$ cat src/rtl/adc_pp_pkg.sv
package adc_pp_pkg;
  localparam int CH_W = 5;
  typedef logic [CH_W-1:0] ch_t;

  localparam ch_t C0_IA  = 5'd7;
  localparam ch_t C0_IC  = 5'd9;
  localparam ch_t C0_VDC = 5'd5;
  localparam ch_t C1_IA  = 5'd4;
  localparam ch_t C1_IB  = 5'd6;
  localparam ch_t C1_IC  = 5'd8;

  // a = first slot, b = second slot, per converter
  typedef struct packed {
    ch_t a0;
    ch_t b0;
    ch_t a1;
    ch_t b1;
  } ch_set_t;

  function automatic ch_set_t sector_map(input logic [2:0] sec);
    ch_set_t m;
    m.b0 = C0_VDC;
    case (sec)
      3'd2, 3'd3: begin m.a0 = C0_IA; m.b1 = C1_IC; m.a1 = C1_IB; end
      3'd4, 3'd5: begin m.a0 = C0_IA; m.b1 = C1_IB; m.a1 = C1_IC; end
      default:    begin m.a0 = C0_IC; m.b1 = C1_IB; m.a1 = C1_IA; end
    endcase
    return m;
  endfunction
endpackage

$ cat src/rtl/adc_pp_timer.sv
module adc_pp_timer #(
  parameter int DLY_A = 23,
  parameter int DLY_B = 32,
  parameter int CNT_W = 8
) (
  input  logic clk_i,
  input  logic rst_ni,
  input  logic sync_i,
  output logic trig_a_o,
  output logic trig_b_o,
  output logic phase_b_o,
  output logic ovr_o
);
  logic             run_q, pb_q, ovr_q;
  logic [CNT_W-1:0] cnt_q;

  assign trig_a_o  = run_q && (cnt_q == CNT_W'(DLY_A));
  assign trig_b_o  = run_q && (cnt_q == CNT_W'(DLY_B));
  assign phase_b_o = pb_q;
  assign ovr_o     = ovr_q;

  always_ff @(posedge clk_i or negedge rst_ni) begin
    if (!rst_ni) begin
      run_q <= 1'b0;
      pb_q  <= 1'b0;
      ovr_q <= 1'b0;
      cnt_q <= '0;
    end else if (sync_i) begin
      if (run_q && !trig_b_o) ovr_q <= 1'b1;
      run_q <= 1'b1;
      pb_q  <= 1'b0;
      cnt_q <= '0;
    end else if (run_q) begin
      cnt_q <= cnt_q + 1'b1;
      if (trig_a_o) pb_q  <= 1'b1;
      if (trig_b_o) run_q <= 1'b0;
    end
  end
endmodule

$ cat src/rtl/adc_pp_chmap.sv
module adc_pp_chmap
  import adc_pp_pkg::*;
(
  input  logic       clk_i,
  input  logic       rst_ni,
  input  logic       load_i,
  input  logic [2:0] sector_i,
  input  logic       phase_b_i,
  output ch_t        adc0_ch_o,
  output ch_t        adc1_ch_o
);
  logic [2:0] sec_q;
  ch_set_t    cs;

  always_ff @(posedge clk_i or negedge rst_ni) begin
    if (!rst_ni)     sec_q <= 3'd0;
    else if (load_i) sec_q <= sector_i;
  end

  assign cs = sector_map(sec_q);

  // ping-pong: converter 0 walks a->b, converter 1 walks b->a
  assign adc0_ch_o = phase_b_i ? cs.b0 : cs.a0;
  assign adc1_ch_o = phase_b_i ? cs.a1 : cs.b1;
endmodule

$ cat src/rtl/adc_pp_results.sv
module adc_pp_results #(
  parameter int DATA_W = 12
) (
  input  logic              clk_i,
  input  logic              rst_ni,
  input  logic              trig_a_i,
  input  logic              trig_b_i,
  input  logic              rd_i,
  input  logic              done0_i,
  input  logic [DATA_W-1:0] data0_i,
  input  logic              done1_i,
  input  logic [DATA_W-1:0] data1_i,
  output logic [DATA_W-1:0] res_a_o [2],
  output logic [DATA_W-1:0] res_b_o [2],
  output logic              irq_o,
  output logic              cc_b_o
);
  localparam int LANES = 2;

  logic                    slot_q;
  logic [LANES-1:0]        done;
  logic [DATA_W-1:0]       din [LANES];
  logic [LANES-1:0]        got_pa_q, got_pb_q, nxt_pa, nxt_pb;
  logic                    fin_a, fin_b, irq_q, ccb_q;

  assign done   = {done1_i, done0_i};
  assign din[0] = data0_i;
  assign din[1] = data1_i;

  always_ff @(posedge clk_i or negedge rst_ni) begin
    if (!rst_ni)       slot_q <= 1'b0;
    else if (trig_b_i) slot_q <= 1'b1;
    else if (trig_a_i) slot_q <= 1'b0;
  end

  for (genvar g = 0; g < LANES; g++) begin : g_lane
    // lane g uses register (pair ^ g): lane 0 A-pair->a, lane 1 A-pair->b
    localparam logic SWAP = (g != 0);
    logic [DATA_W-1:0] ra_q, rb_q;
    logic              reg_sel;

    assign reg_sel   = slot_q ^ SWAP;
    assign nxt_pa[g] = got_pa_q[g] | (done[g] & ~slot_q);
    assign nxt_pb[g] = got_pb_q[g] | (done[g] &  slot_q);

    always_ff @(posedge clk_i or negedge rst_ni) begin
      if (!rst_ni) begin
        ra_q <= '0;
        rb_q <= '0;
      end else if (done[g]) begin
        if (reg_sel) rb_q <= din[g];
        else         ra_q <= din[g];
      end
    end

    assign res_a_o[g] = ra_q;
    assign res_b_o[g] = rb_q;
  end

  assign fin_a = (&nxt_pa) & ~(&got_pa_q) & ~trig_a_i;
  assign fin_b = (&nxt_pb) & ~(&got_pb_q) & ~trig_b_i;

  always_ff @(posedge clk_i or negedge rst_ni) begin
    if (!rst_ni) begin
      got_pa_q <= '0;
      got_pb_q <= '0;
      irq_q    <= 1'b0;
      ccb_q    <= 1'b0;
    end else begin
      got_pa_q <= trig_a_i ? '0 : nxt_pa;
      got_pb_q <= trig_b_i ? '0 : nxt_pb;
      if (fin_a)     irq_q <= 1'b1;
      else if (rd_i) irq_q <= 1'b0;
      if (fin_b)     ccb_q <= 1'b1;
      else if (rd_i) ccb_q <= 1'b0;
    end
  end

  assign irq_o  = irq_q;
  assign cc_b_o = ccb_q;
endmodule

$ cat src/rtl/adc_pingpong_seq.sv
module adc_pingpong_seq
  import adc_pp_pkg::*;
#(
  parameter int HALF_PER = 1600,
  parameter int DEAD     = 16,
  parameter int CONV_GAP = 118,
  parameter int DATA_W   = 12
) (
  input  logic              clk_i,
  input  logic              rst_ni,
  input  logic              sync_i,
  input  logic [2:0]        sector_i,
  input  logic              rd_i,
  output logic              trig_a_o,
  output logic              trig_b_o,
  output logic [CH_W-1:0]   adc0_ch_o,
  output logic [CH_W-1:0]   adc1_ch_o,
  input  logic              done0_i,
  input  logic [DATA_W-1:0] data0_i,
  input  logic              done1_i,
  input  logic [DATA_W-1:0] data1_i,
  output logic [DATA_W-1:0] res0a_o,
  output logic [DATA_W-1:0] res0b_o,
  output logic [DATA_W-1:0] res1a_o,
  output logic [DATA_W-1:0] res1b_o,
  output logic              irq_o,
  output logic              cc_b_o,
  output logic              ovr_o
);
  localparam int DLY_A = HALF_PER + DEAD / 2;
  localparam int DLY_B = DLY_A + CONV_GAP;
  localparam int CNT_W = $clog2(DLY_B + 1) + 1;

  logic              phase_b;
  logic [DATA_W-1:0] res_a [2];
  logic [DATA_W-1:0] res_b [2];

  adc_pp_timer #(
    .DLY_A (DLY_A),
    .DLY_B (DLY_B),
    .CNT_W (CNT_W)
  ) u_timer (
    .clk_i     (clk_i),
    .rst_ni    (rst_ni),
    .sync_i    (sync_i),
    .trig_a_o  (trig_a_o),
    .trig_b_o  (trig_b_o),
    .phase_b_o (phase_b),
    .ovr_o     (ovr_o)
  );

  adc_pp_chmap u_chmap (
    .clk_i     (clk_i),
    .rst_ni    (rst_ni),
    .load_i    (sync_i),
    .sector_i  (sector_i),
    .phase_b_i (phase_b),
    .adc0_ch_o (adc0_ch_o),
    .adc1_ch_o (adc1_ch_o)
  );

  adc_pp_results #(.DATA_W(DATA_W)) u_res (
    .clk_i    (clk_i),
    .rst_ni   (rst_ni),
    .trig_a_i (trig_a_o),
    .trig_b_i (trig_b_o),
    .rd_i     (rd_i),
    .done0_i  (done0_i),
    .data0_i  (data0_i),
    .done1_i  (done1_i),
    .data1_i  (data1_i),
    .res_a_o  (res_a),
    .res_b_o  (res_b),
    .irq_o    (irq_o),
    .cc_b_o   (cc_b_o)
  );

  assign res0a_o = res_a[0];
  assign res0b_o = res_b[0];
  assign res1a_o = res_a[1];
  assign res1b_o = res_b[1];
endmodule

$ cat config.mk
export PLATFORM = sky130hd
export DESIGN_NAME = adc_pingpong_seq
export DESIGN_NICKNAME = d
export VERILOG_FILES = /design/src/rtl/adc_pp_pkg.sv /design/src/rtl/adc_pp_timer.sv /design/src/rtl/adc_pp_chmap.sv /design/src/rtl/adc_pp_results.sv /design/src/rtl/adc_pingpong_seq.sv
export SDC_FILE = /design/constraint.sdc
export NUM_CORES = 1
export LEC_CHECK = 0
export ABC_AREA = 1
export BUFFER_PORTS_ARGS = -buffer_cell sky130_fd_sc_hd__clkbuf_2
export CELL_PAD_IN_SITES_DETAIL_PLACEMENT = 1
export CELL_PAD_IN_SITES_GLOBAL_PLACEMENT = 1
export CORE_MARGIN = 1.5
export CORE_UTILIZATION = 29
export CTS_BUF_LIST = sky130_fd_sc_hd__clkbuf_4 sky130_fd_sc_hd__clkbuf_8
export DETAILED_ROUTE_END_ITERATION = 10
export PLACE_DENSITY = 0.68
export SETUP_SLACK_MARGIN = 0.5
export SYNTH_ARGS = -nofsm -noshare
export SYNTH_HDL_FRONTEND = slang
export SYNTH_SLANG_ARGS = --single-unit
$ cat constraint.sdc
create_clock -name clk_i -period 1.5 [get_ports clk_i]
set_clock_uncertainty 0.05 [all_clocks]
set_input_delay 0.225 -clock clk_i [delete_from_list [all_inputs] [get_ports clk_i]]
set_output_delay 0.225 -clock clk_i [all_outputs]
set_load 0.005 [all_outputs]
== After elaboration in Yosys (flattened, before gate mapping) ==
Index checks and enable logic that the tools add are counted.
Storage, ports and cells
  input bits: 33
  bits in registers: 73
  word-level logic and storage cells: 79
  output and inout port bits: 63
Cells by class
  reduce and logical (&&, ||, !) cells: 22
  add/sub/neg operators: 1
  eq/ne operators: 6
  bitwise gates (word level): 17
  muxes and demuxes: 19
Operators by type and width (count)
  equality test 12 x 11 -> 1 bit, second input constant: 2
  2-to-1 mux 12 bit: 2
  AND reduction 2 bit: 10
  one-hot mux 9 bit (2 select lines): 1
  adder 12 x 1 -> 12 bit, second input constant: 1
  2-to-1 mux 1 bit: 11
  nonzero test 2 bit: 5
  bitwise AND 1 bit: 8
  2-to-1 mux 4 bit: 2
  equality test 3 x 2 -> 1 bit, second input constant: 2
  equality test 3 bit, second input constant: 2
  2-to-1 mux 5 bit: 1
  inverter 1 bit: 5
  2-to-1 mux 2 bit: 2
  OR 1 bit: 4
  OR reduction 2 bit: 2
  OR reduction 4 bit: 1
  logical AND 1 bit: 3
  zero test 1 bit: 1

== Depth between registers and ports, before layout ==
Gate-level depths: netlist of the first run.
  depth after elaboration: 7
  depth in mapped cells: 8
  gate-level depth less buffers: 8

== Hierarchy ==
A second synthesis of the first run with hierarchy kept.
Unflattened totals
  cell total of the unflattened synthesis: 353
  area, all modules: 3350.7 µm²
Modules (own cells, without submodules)
  adc_pp_results: cells an instance 210, times used 1, area each 2292.2 µm²
  adc_pp_timer: cells an instance 116, times used 1, area each 882.1 µm²
  adc_pp_chmap: cells an instance 27, times used 1, area each 176.4 µm²

== Least setup slack after synthesis of the first run ==
Ideal clock, no wire load.
  path kind: reg-to-output
  start point: reg u_timer.cnt_q[0]
  end point: out trig_a_o
  setup slack: 173 ps
  stages on the path, launching flop included: 7
  arrival: 1052 ps
  cell sequence: dfrtp_1 -> inv_1 -> ha_1 -> nand2_1 -> nor3_1 -> nand3_1 -> inv_1
On the way
  longest elaborated chain between the ends: 2
RTL lines
  start, declared: RTL line adc_pp_timer.sv:15  | logic [CNT_W-1:0] cnt_q;
  start signal, assigned: RTL line adc_pp_timer.sv:34  | cnt_q <= cnt_q + 1'b1;
  equality test 12 x 11 -> 1 bit: RTL line adc_pp_timer.sv:17  | assign trig_a_o = run_q && (cnt_q == CNT_W'(DLY_A));
  logical AND 1 bit: RTL line adc_pp_timer.sv:17
  end, declared: RTL line adc_pingpong_seq.sv:14  | output logic trig_a_o,
No other way between the ends.

== Worst setup path after layout of the first run ==
  start point: reg u_timer.cnt_q[0]
  end point: reg u_res.got_pa_q[1]
On the way
  longest elaborated chain between the ends: 3
RTL lines
  equality test 12 x 11 -> 1 bit: RTL line adc_pp_timer.sv:17
  logical AND 1 bit: RTL line adc_pp_timer.sv:17
  2-to-1 mux 2 bit: RTL line adc_pp_results.sv:70  | got_pa_q <= trig_a_i ? '0 : nxt_pa;
  end signal, assigned: RTL line adc_pp_results.sv:70
  end, declared: RTL line adc_pp_results.sv:23  | logic [LANES-1:0] got_pa_q, got_pb_q, nxt_pa, nxt_pb;
No other way between the ends.
A chain may end at the register's enable or synchronous reset.

==> key figures, run 1 <==
Status
  – Outcome: complete, but fails checks
  – Failing checks: setup timing

Clock tree
  – Clock Tree Buf Depth: 2
  – Clock Latency Late Sink: 0.35 ns
  – Clock sink total: 72
  – TritonCTS clock tree: done
  – Clock transition at path regs: 0.08 ns
  – CTS root buf: clkbuf_8
  – CTS buffer count: 9
  – H-tree depth: 3

Placed design
  – # port buffers: 90
  – Post-DP HPWL: 5660 um
  – Placed Area: 3720 um2
  – GP Congestion: 0.798

Drt
  – DRC viols: 0
  – Drt wl/cell: 17.3 um
  – Drt via density: 4.66
  – Total number of vias: 3110
  – DRT antenna net count: 0
  – Drt pass-1 iters: 4
  – Starting DRT DRC Count: 79
  – Routed wire length: 11600 um

Layout
  – ANT cells: 0
  – Layout overhead on the synthesized area: 78.8%
  – Fillers: 1167
  – Share of layout cells above drive strength 1: 0.613
  – Finished Core Util: 0.531
  – Fin area: 5440 um2
  – Final #Nets: 563

Synthesis
  – Yosys top cell area share: 0.593
  – Async S/R FF share, synth: 1.00
  – Post-synth EDFFs: 0
  – Mean Syn Cell Area: 8.69 um2
  – Yosys warns: 0
  – Largest cells by area after synthesis: dfrtp_1 (59%), nand2_1 (11%), o21ai_0 (9.7%)
  – Synth area leader: dfrtp_1
  – Synth Flop Type: dfrtp_1
  – #FFs+latches synth: 72
  – Sequential element share of the synthesized area: 0.593
  – Syn Inst Count: 350
  – Mapped cell area: 3040 um2
  – Most common cell in the netlist: nand2_1
  – Most instantiated cells after synthesis: nand2_1 (87), dfrtp_1 (72), o21ai_0 (59)
  – Synth cell types: 23

Hold path
  – Hold path start: sector_i[1]
  – Hold depth: 3
  – Tightest Hold Check Type: in -> reg

Setup path
  – Worst Reg-to-Reg Cells: 11
  – CP max-delay cell: dfrtp_1
  – Startpoint Class: register
  – Most frequent CP cell: buf_4
  – Setup crit end kind: register
  – CP bufs+invs: 6
  – CP Depth: 11
  – Critical Path RT: 1.68 ns
  – Critical Path Start: u_timer.cnt_q[0]
  – R2r startpoint: u_timer.cnt_q[0]
  – Crit-path max cell delay: 0.41 ns
  – WP data arrival: 2.12 ns
  – WS Path Type: reg -> reg
  – Critical Path Fanout Max: 4
  – R2R Setup Slk: -0.43 ns
  – Cells along the critical path: inv_2 > ha_1 > nand2_1 > nor3_2 > nand3_2 > buf_4 > buf_4 > buf_4 > buf_4 > o21ai_0 > inv_1
  – CP top delay family: buffers and inverters

Power
  – Register share of total power: 0.469
  – Comb power frac: 0.150
  – Sw Pwr: 1.23 mW
  – Clock power frac: 0.381
  – Peak VDD IR: 0.541 mV
  – LEAKAGE: 2.84 nW
  – Sw Share: 0.280
  – Power Internal: 3.17 mW
  – Pwr Density: 809 nW/um2

Global route
  – Largest net degree at the start of global routing: 31
  – Initial antenna violation count: 0
  – Residual overflow from global routing: 0
  – First-pass GRT wire length: 15000 um
  – Global Route Usage Sum: 0.172
  – Vias in the first global route: 3086

Timing
  – Period utilization: 1.29
  – Min Tclk post-route: 1.93 ns
  – Setup ws final: -0.432 ns
  – Unrepaired setup endpoints after global routing: true
  – Achievable Freq: 518 MHz
  – Pins over their slew limit: 0
  – Setup violators final: 14
  – Final Hold Violating Endpoints: 0

Die
  – Die footprint: 11100 um2
  – Starting Density: 0.297
  – # rows: 37
  – Core area: 10200 um2
  – I/O pin cnt: 96
  – Die width: 105 um
  – Die height: 105 um

Job
  – Number of max-cap violations: 0
repair_timing:
| action | 4_1_cts | 5_1_grt |
|---|---|---|
| hold buffers | 1 | 0 |
| endpoints found under the hold margin | 24 | 0 |
| pin swaps | 23 | 21 |
| buffers inserted | 19 | 45 |
| gates resized for setup | 162 | 111 |
| gates cloned | 7 | 4 |
| setup endpoints to repair | 129 | 129 |
path summary, 6_finish.rpt:
path	end
max reg2reg	u_res.got_pa_q[1]
max in group asynchronous	u_res.g_lane[0].rb_q[8]
min in group asynchronous	u_res.got_pb_q[1]
min	u_chmap.sec_q[1]
max	u_res.got_pa_q[1]
min reg2reg	u_timer.ovr_o
state kept, by name, indices dropped and copies added, names as in the netlist:
signal and cells:
u_res.g_lane.reg_sel 1, u_timer.ovr_o 1, u_timer.run_q 1, u_chmap.sec_q 2, u_res.g_lane.ra_q 24, u_res.g_lane.rb_q 24, u_res.got_pa_q 2, u_res.got_pb_q 2
u_res.cc_b_o 1, u_res.irq_o 1, u_timer.phase_b_o 1, u_timer.cnt_q 12
power groups by stage:
stage | clock network (mW) | registers [mW] | logic [mW]
floorplan | 0 | 2.09 | 0.142
global placement | 0 | 2.08 | 0.344
detailed placement | 0 | 2.09 | 0.357
CTS | 1.71 | 2.06 | 0.474
global route | 1.79 | 2.07 | 0.717
finish | 1.68 | 2.06 | 0.662
kinds of logic (layout without fill, tap and decap cells):
| kind of cell | Yosys count | in the layout | share of synthesized area |
|---|---|---|---|
| and+or+nand+nor | 130 | 130 | 0.177 |
| DFF | 72 | 72 | 0.593 |
| buffers and inverters | 72 | 252 | 0.0955 |
| AOI/OAI and AO/OA | 71 | 71 | 0.120 |
| adders and majority gates | 3 | 3 | 0.0123 |
| other | 2 | 4 | 0.00247 |
worst min-delay path: stages:
cell and delay [ns]:
clkbuf_2 0.08, nand2_1 0.04, nand2_1 0.05
layout make-up:
class	instances	area [um2]	area share
Tap cell	136	170	0.0313
Timing Repair Buffer	176	1420	0.261
Clock buffer	10	138	0.0253
Inverter	58	246	0.0453
Clock inverter	6	72.6	0.0133
Sequential cell	72	1810	0.332
Multi-Input combinational cell	208	1550	0.284
Timing Repair inverter	2	36.3	0.00667
metrics by stage:
stage                     TNS, ns  setup WS (ns)  power, mW  cells  hold WS (ns)
after CTS                   -1.77         -0.349       4.25    619        0.0152
final                       -2.81         -0.432       4.40    668        0.0306
after floorplan                 0          0.208       2.23    352        -0.121
after detailed placement        0         0.0477       2.44    576         0.127
after global routing        -4.23         -0.529       4.58    668        0.0383
after global placement          0         0.0540       2.43    576         0.127
metal layers:
| layer | wire length, um | track usage | vias up |
|---|---|---|---|
| li1 | - | - | 1447 |
| met1 | 4600 | 0.205 | 1585 |
| met2 | 6470 | 0.305 | 68 |
| met3 | 355 | 0.0433 | 10 |
| met4 | 148 | 0.0548 | 0 |
| met5 | 0 | 0 | - |
cells in the final DEF, fill, tap and decap left out, types with 5 or more instances in the layout:
cell / Yosys / layout
nand3_1: 11 / 7
inv_1: 57 / 47
o21ai_1: 0 / 22
buf_6: 0 / 10
nand2_2: 1 / 27
inv_2: 1 / 8
a21oi_1: 8 / 5
dfrtp_1: 72 / 68
nor2_2: 1 / 5
buf_4: 4 / 58
nand2_1: 87 / 28
clkbuf_2: 0 / 67
nor2_1: 21 / 11
buf_16: 0 / 7
buf_2: 4 / 22
buf_12: 0 / 8
nor2_4: 1 / 7
o21ai_2: 0 / 33
nand2_4: 0 / 30
clkbuf_8: 0 / 10
Power figures use the tool's default switching activity.
==> run 2: changes to the inputs <==
--- a/config.mk
+++ b/config.mk
@@ -10,11 +10,12 @@
 export CELL_PAD_IN_SITES_DETAIL_PLACEMENT = 1
 export CELL_PAD_IN_SITES_GLOBAL_PLACEMENT = 1
 export CORE_MARGIN = 1.5
-export CORE_UTILIZATION = 29
+export CORE_UTILIZATION = 38
 export CTS_BUF_LIST = sky130_fd_sc_hd__clkbuf_4 sky130_fd_sc_hd__clkbuf_8
 export DETAILED_ROUTE_END_ITERATION = 10
-export PLACE_DENSITY = 0.68
+export PLACE_DENSITY = 0.84
 export SETUP_SLACK_MARGIN = 0.5
+export SKIP_LAST_GASP = 1
 export SYNTH_ARGS = -nofsm -noshare
 export SYNTH_HDL_FRONTEND = slang
 export SYNTH_SLANG_ARGS = --single-unit
==> key figures, run 2 (synthesis gave the netlist of run 1 again) <==
Timing
  – Unrepaired setup endpoints after global routing: true (unchanged)
  – Period utilization: 1.29 (about the same)
  – Achievable Freq: 516 MHz (was 518 MHz)
  – Total Neg Setup Slack: -1.62 ns (was -2.81 ns)
  – Setup ws final: -0.439 ns (was -0.432 ns)
  – Worst hold slack: 0.0346 ns (was 0.0306 ns)
  – Setup violators final: 16 (was 14)
  – Min Tclk post-route: 1.94 ns (was 1.93 ns)
  – Final Hold Violating Endpoints: 0 (unchanged)
  – Pins over their slew limit: 0 (unchanged)

Setup path
  – Critical Path RT: 1.22 ns (was 1.68 ns)
  – Cells along the critical path: buf_6 > ha_4 > nand2_2 > nor2_2 > nand3_1 > nor2_1 > buf_2 (was inv_2 > ha_1 > nand2_1 > nor3_2 > nand3_2 > buf_4 > buf_4 > buf_4 > buf_4 > o21ai_0 > inv_1)
  – Setup crit end kind: primary output (was register)
  – Critical Path Fanout Max: 4 (unchanged)
  – WP data arrival: 1.66 ns (was 2.12 ns)
  – CP bufs+invs: 2 (was 6)
  – Crit-path max cell delay: 0.45 ns (was 0.41 ns)
  – Startpoint Class: register (unchanged)
  – WS Path Type: reg -> out (was reg -> reg)
  – CP top delay family: flip-flops (was buffers and inverters)
  – CP max-delay cell: dfrtp_1 (unchanged)

Power
  – Sw Pwr: 1.22 mW (was 1.23 mW)
  – Power Internal: 3.13 mW (was 3.17 mW)
  – LEAKAGE: 2.71 nW (was 2.84 nW)
  – Peak VDD IR: 0.506 mV (was 0.541 mV)
  – Post-route total power: 4.35 mW (was 4.40 mW)
  – Comb power frac: 0.149 (was 0.150)
  – Clock power frac: 0.376 (was 0.381)
  – Register share of total power: 0.475 (was 0.469)
  – Pwr Density: 849 nW/um2 (was 809 nW/um2)
  – Sw Share: 0.281 (was 0.280)

Die
  – # rows: 32 (was 37)
  – Die height: 92.5 um (was 105 um)
  – I/O pin cnt: 96 (unchanged)
  – Die footprint: 8550 um2 (was 11100 um2)
  – Core area: 7730 um2 (was 10200 um2)
  – Starting Density: 0.393 (was 0.297)
  – Die width: 92.5 um (was 105 um)

Layout
  – Layout overhead on the synthesized area: 68.5% (was 78.8%)
  – ANT cells: 0 (unchanged)
  – Commonest non-fill, non-tap cells in the layout: clkbuf_2 (86), dfrtp_1 (69), inv_1 (46), buf_4 (46), nand2_1 (37) (was dfrtp_1 (68), clkbuf_2 (67), buf_4 (58), inv_1 (47), o21ai_2 (33))
  – Fillers: 868 (was 1167)
  – Final #Nets: 550 (was 563)
  – Fin cells: 621 (was 668)
  – Share of layout cells above drive strength 1: 0.568 (was 0.613)
  – Finished Core Util: 0.663 (was 0.531)
  – Commonest non-fill, non-tap cell in the layout: clkbuf_2 (was dfrtp_1)
  – Largest registers: u_res.g_lane.ra_q (24), u_res.g_lane.rb_q (24), u_timer.cnt_q (12) (unchanged)
  – Fin area: 5120 um2 (was 5440 um2)

Global route
  – Residual overflow from global routing: 0 (unchanged)
  – Global Route Usage Sum: 0.251 (was 0.172)
  – Initial antenna violation count: 0 (unchanged)
  – First-pass GRT wire length: 16100 um (was 15000 um)
  – Vias in the first global route: 3137 (was 3086)
  – Largest net degree at the start of global routing: 73 (was 31)

Drt
  – DRT antenna net count: 0 (unchanged)
  – Drt pass-1 iters: 4 (unchanged)
  – Drt wl/cell: 22.0 um (was 17.3 um)
  – Drt via density: 5.16 (was 4.66)
  – Routed wire length: 13700 um (was 11600 um)
  – Total number of vias: 3206 (was 3110)
  – Starting DRT DRC Count: 126 (was 79)
  – DRC viols: 0 (unchanged)

Placed design
  – Placed Area: 3640 um2 (was 3720 um2)
  – Inst Count DP: 536 (was 576)
  – Pre-CTS WS: 0.0347 ns (was 0.0477 ns)
  – Post-DP HPWL: 5470 um (was 5660 um)
  – GP Congestion: 0.791 (was 0.798)
  – # port buffers: 90 (unchanged)

Clock tree
  – Clock Tree Buf Depth: 2 (unchanged)
  – Clock sink total: 72 (unchanged)
  – CTS root buf: clkbuf_8 (unchanged)
  – Clock Latency Late Sink: 0.35 ns (about the same)
  – CTS buffer count: 9 (unchanged)
  – H-tree depth: 3 (unchanged)
  – TritonCTS clock tree: done (unchanged)
  – Clock transition at path regs: 0.08 ns (about the same)

Status
  – Failing checks: setup timing (unchanged)
  – Outcome: complete, but fails checks (unchanged)

Job
  – Number of max-cap violations: 0 (unchanged)

Hold path
  – Tightest Hold Check Type: in -> reg (unchanged)
## run 2: path summary, 6_finish.rpt
kind / cells after the start / slack (ns) / start / end
max: 7 / -0.44 / u_timer.cnt_q[1] / trig_b_o
min: 3 / 0.03 / sector_i[1] / u_chmap.sec_q[1]
max reg2reg: 11 / -0.13 / u_timer.cnt_q[0] / u_timer.cnt_q[9]
min reg2reg: 2 / 0.45 / u_res.cc_b_o / u_res.cc_b_o
max in group asynchronous: 3 / 0.69 / rst_ni / u_res.g_lane[0].reg_sel
min in group asynchronous: 3 / 0.37 / rst_ni / u_timer.cnt_q[9]
## run 2: layout make-up
| cell class | instances | area, um2 | share of cell area |
|---|---|---|---|
| inverters | 58 | 243 | 0.0474 |
| well taps | 102 | 128 | 0.0249 |
| clock inverters | 5 | 56.3 | 0.0110 |
| repair inverters | 3 | 36.3 | 0.00708 |
| repair buffers | 159 | 1220 | 0.237 |
| clock buffers | 11 | 145 | 0.0283 |
| flip-flops and latches | 72 | 1810 | 0.352 |
| multi-input cells | 211 | 1490 | 0.291 |
## run 2: tightest hold or removal path, stage by stage
cell	delay [ns]
clkbuf_2	0.08
nand2_1	0.05
nand2_1	0.05
## run 2: what timing repair did
| action | CTS | global route |
|---|---|---|
| pin swaps | 14 | 18 |
| endpoints found under the hold margin | 72 | 0 |
| setup endpoints to repair | 129 | 129 |
| resized for setup | 86 | 131 |
| setup buffers | 24 | 32 |
| cloned | 9 | 3 |
| hold buffers | 1 | 0 |
## run 2: layer usage
metal / vias to the layer above / track usage / wire length, um / share of wire
met3: 41 / 0.0567 / 682 / 0.050
li1: 1424 / - / - / -
met4: 0 / 0.150 / 612 / 0.045
met2: 120 / 0.436 / 7260 / 0.53
met1: 1621 / 0.279 / 5110 / 0.37
met5: - / 0 / 0 / 0
## run 2: power by group through the flow
stage | Combinational, mW | Sequential [mW] | Clock (mW)
2_1_floorplan | 0.142 | 2.09 | 0
3_3_place_gp | 0.326 | 2.08 | 0
3_5_place_dp | 0.342 | 2.09 | 0
4_1_cts | 0.457 | 2.05 | 1.60
5_1_grt | 0.695 | 2.07 | 1.71
6_report | 0.648 | 2.07 | 1.63
==> run 3: changes to the inputs <==
==> constraint.sdc (replaced) <==
create_clock -name clk_i -period 1.5 [get_ports clk_i]
set_clock_uncertainty 0.05 [all_clocks]
set_input_delay 0.15 -clock clk_i [delete_from_list [all_inputs] [get_ports clk_i]]
set_output_delay 0.15 -clock clk_i [all_outputs]
set_load 0.005 [all_outputs]
==> key figures, run 3 <==
Die
  – Die height: 92.5 um (unchanged)
  – I/O pin cnt: 96 (unchanged)
  – Die width: 92.5 um (unchanged)
  – Starting Density: 0.393 (unchanged)
  – # rows: 32 (unchanged)

Clock tree
  – Clock sink total: 72 (unchanged)
  – CTS root buf: clkbuf_8 (unchanged)
  – H-tree depth: 3 (unchanged)
  – Clock Tree Buf Depth: 2 (unchanged)
  – CTS buffer count: 9 (unchanged)

Synthesis
  – Async S/R FF share, synth: 1.00 (unchanged)
  – #FFs+latches synth: 72 (unchanged)
  – Most instantiated cells after synthesis: nand2_1 (87), dfrtp_1 (72), o21ai_0 (59) (unchanged)
  – Largest cells by area after synthesis: dfrtp_1 (59%), nand2_1 (11%), o21ai_0 (9.7%) (unchanged)
  – Most common cell in the netlist: nand2_1 (unchanged)
  – Sequential element share of the synthesized area: 0.593 (unchanged)
  – Yosys top cell area share: 0.593 (unchanged)
  – Synth area leader: dfrtp_1 (unchanged)
  – Post-synth EDFFs: 0 (unchanged)
  – Mean Syn Cell Area: 8.69 um2 (unchanged)
  – Yosys warns: 0 (unchanged)
  – Mapped cell area: 3040 um2 (unchanged)
  – Synth Flop Type: dfrtp_1 (unchanged)
  – Syn Inst Count: 350 (unchanged)
  – Synth cell types: 23 (unchanged)

Placed design
  – Post-DP HPWL: 5480 um (was 5470 um)
  – GP Congestion: 0.795 (was 0.791)
  – # port buffers: 90 (unchanged)
  – Pre-CTS WS: 0.0271 ns (was 0.0347 ns)

Status
  – Outcome: aborted with a tool error (was complete, but fails checks)
  – Stop err: [ERROR DPL-0033] detailed placement checks failed during check placement.
  – Stage reached: global routing (5_1_grt)

Timing
  – GR repair worst EP: trig_b_o
  – Worst EP kind: output port

Global route
  – Initial antenna violation count: 2
  – Largest net degree at the start of global routing: 73
run 3: cell counts after synthesis:
Identical to the previous run, type by type.
run 3: repair_timing:
| item | in CTS |
|---|---|
| gates resized for setup | 150 |
| pin swaps | 8 |
| setup buffers | 48 |
| cloned | 12 |
| hold buffers | 27 |
| endpoints found under the hold margin | 109 |
| setup endpoints to repair | 129 |
run 3: cells by family after synthesis:
logic type,Yosys count,share of synthesized area
AND/OR/NAND/NOR,130,0.177
buffers and inverters,72,0.0955
flip-flops,72,0.593
AO/OA/AOI/OAI,71,0.120
adder cells (fa/ha/maj),3,0.0123
other,2,0.00247
run 3: through the flow:
stage                     hold slack [ns]  cell area, um2  TNS, ns  cells
after floorplan                    -0.196            3080        0    352
after global placement              0.160            3620        0    535
after detailed placement            0.164            3620        0    535
after CTS                         0.00970            5040   -0.837    638
==> run 4: changes to the inputs <==
--- a/config.mk
+++ b/config.mk
@@ -7,14 +7,10 @@
 export LEC_CHECK = 0
 export ABC_AREA = 1
 export BUFFER_PORTS_ARGS = -buffer_cell sky130_fd_sc_hd__clkbuf_2
-export CELL_PAD_IN_SITES_DETAIL_PLACEMENT = 1
-export CELL_PAD_IN_SITES_GLOBAL_PLACEMENT = 1
 export CORE_MARGIN = 1.5
-export CORE_UTILIZATION = 38
-export CTS_BUF_LIST = sky130_fd_sc_hd__clkbuf_4 sky130_fd_sc_hd__clkbuf_8
+export CORE_UTILIZATION = 35
 export DETAILED_ROUTE_END_ITERATION = 10
-export PLACE_DENSITY = 0.84
-export SETUP_SLACK_MARGIN = 0.5
+export PLACE_DENSITY_LB_ADDON = 0.15
 export SKIP_LAST_GASP = 1
 export SYNTH_ARGS = -nofsm -noshare
 export SYNTH_HDL_FRONTEND = slang
==> key figures, run 4 (synthesis gave the netlist of run 1 again) <==
Status
  – Outcome: complete, but fails checks (was aborted with a tool error)
  – Failing checks: setup timing

Setup path
  – Critical Path RT: 1.30 ns
  – WS Path Type: reg -> out
  – Critical Path Fanout Max: 3
  – Setup crit end kind: primary output
  – Startpoint Class: register
  – WP data arrival: 1.52 ns

Layout
  – Largest registers: u_res.g_lane.ra_q (24), u_res.g_lane.rb_q (24), u_timer.cnt_q (12)
  – Share of layout cells above drive strength 1: 0.292
  – Commonest non-fill, non-tap cells in the layout: clkbuf_2 (89), nand2_1 (85), dfrtp_1 (71), o21ai_0 (55), inv_1 (52)
  – ANT cells: 0
  – Layout overhead on the synthesized area: 40.5%
  – Final #Nets: 520
  – Fin cells: 594
  – Commonest non-fill, non-tap cell in the layout: clkbuf_2

Global route
  – Largest net degree at the start of global routing: 30
  – Residual overflow from global routing: 0
  – First-pass GRT wire length: 11400 um
  – Global Route Usage Sum: 0.163
  – Initial antenna violation count: 0
  – Vias in the first global route: 2539

Die
  – Die width: 96.2 um (was 92.5 um)
  – Starting Density: 0.366 (was 0.393)
  – Die footprint: 9260 um2
  – Die height: 96.2 um (was 92.5 um)
  – # rows: 33 (was 32)
  – I/O pin cnt: 96 (unchanged)
  – Core area: 8300 um2

Drt
  – Drt via density: 4.44
  – Starting DRT DRC Count: 126
  – Routed wire length: 6890 um
  – Total number of vias: 2637
  – DRT antenna net count: 0
  – DRC viols: 0
  – Top Metal Used: met4
  – Met2 WL: 3300 um
  – Drt pass-1 iters: 6
  – Metal3 WL: 416 um
  – Drt wl/cell: 11.6 um
  – Metal1 wirelength: 3090 um

Clock tree
  – Clock transition at path regs: 0.08 ns
  – CTS buffer count: 9 (unchanged)
  – Clock Tree Buf Depth: 2 (unchanged)
  – CTS root buf: clkbuf_8 (unchanged)
  – Clock Latency Late Sink: 0.34 ns
  – TritonCTS clock tree: done
  – Clock sink total: 72 (unchanged)
  – H-tree depth: 3 (unchanged)

Timing
  – Total Neg Setup Slack: -1.00 ns
  – Achievable Freq: 581 MHz
  – Unrepaired setup endpoints after global routing: true
  – Final Hold Violating Endpoints: 0
  – Setup violators final: 7
  – Worst hold slack: 0.0151 ns
  – Min Tclk post-route: 1.72 ns
  – Setup ws final: -0.220 ns
  – Period utilization: 1.15
  – Pins over their slew limit: 0

Power
  – Register share of total power: 0.481
  – Comb power frac: 0.096
  – Clock power frac: 0.423
  – Pwr Density: 999 nW/um2
  – LEAKAGE: 2.32 nW
  – Power Internal: 3.31 mW
  – Sw Pwr: 0.953 mW
  – Peak VDD IR: 0.452 mV
  – Sw Share: 0.223

Job
  – Number of max-cap violations: 0

Placed design
  – Pre-CTS WS: 0.0484 ns (was 0.0271 ns)
  – Post-DP HPWL: 4810 um (was 5480 um)
  – GP Congestion: 0.829 (was 0.795)
  – Inst Count DP: 546 (was 535)
  – # port buffers: 90 (unchanged)

Hold path
  – Tightest Hold Check Type: in -> reg
==> run 4: power groups by stage <==
stage               registers (mW)  logic [mW]  clock network, mW
floorplan                     2.09       0.133                  0
global placement              2.08       0.350                  0
detailed placement            2.09       0.357                  0
CTS                           2.05       0.412               1.87
global route                  2.06       0.477               1.95
finish                        2.05       0.411               1.80
==> run 4: per-stage QoR <==
step | utilization | total power, mW | instance area [um2]
2_1_floorplan | - | 2.22 | 3050
3_3_place_gp | 0.445 | 2.43 | 3690
3_5_place_dp | 0.445 | 2.44 | 3690
4_1_cts | 0.511 | 4.33 | 4240
5_1_grt | 0.515 | 4.49 | 4270
6_report | 0.515 | 4.27 | 4270
==> run 4: layer usage <==
| layer | global-route usage | up-vias |
|---|---|---|
| li1 | - | 1345 |
| met1 | 0.205 | 1210 |
| met2 | 0.258 | 73 |
| met3 | 0.0545 | 9 |
| met4 | 0.0674 | 0 |
| met5 | 0 | - |
==> run 4: worst max-delay path: stages (launching register included) <==
cell      delay [ns]
dfrtp_1         0.39
inv_2           0.08
ha_1            0.17
nand2_1         0.07
nor3_2          0.13
nand3_1         0.13
inv_2           0.09
clkbuf_2        0.11
==> run 4: final cells by class <==
cell class | instances | area (um2)
inverter | 58 | 218
fill | 812 | 4030
tap | 105 | 131
timing repair buffer | 135 | 896
sequential | 72 | 1800
clock buffer | 10 | 128
clock inverter | 6 | 108
multi-input combinational | 208 | 987
==> run 4: what timing repair did <==
action | 4_1_cts | 5_1_grt
endpoints found under the hold margin | 99 | 0
setup buffers | 5 | 0
setup endpoints to repair | 2 | 19
hold buffers | 27 | 0
gates resized for setup | 2 | 17
pin swaps | 0 | 2
==> run 4: worst paths after layout <==
kind / slack (ns) / start / cells past startpoint / to
max in group asynchronous: 0.71 / rst_ni / 3 / u_res.g_lane[1].rb_q[7]
max reg2reg: -0.18 / u_timer.cnt_q[0] / 10 / u_res.got_pa_q[1]
max: -0.22 / u_timer.cnt_q[0] / 7 / trig_a_o
min: 0.02 / data0_i[8] / 3 / u_res.g_lane[0].ra_q[8]
min in group asynchronous: 0.21 / rst_ni / 2 / u_timer.cnt_q[6]
min reg2reg: 0.43 / u_timer.ovr_o / 1 / u_timer.ovr_o
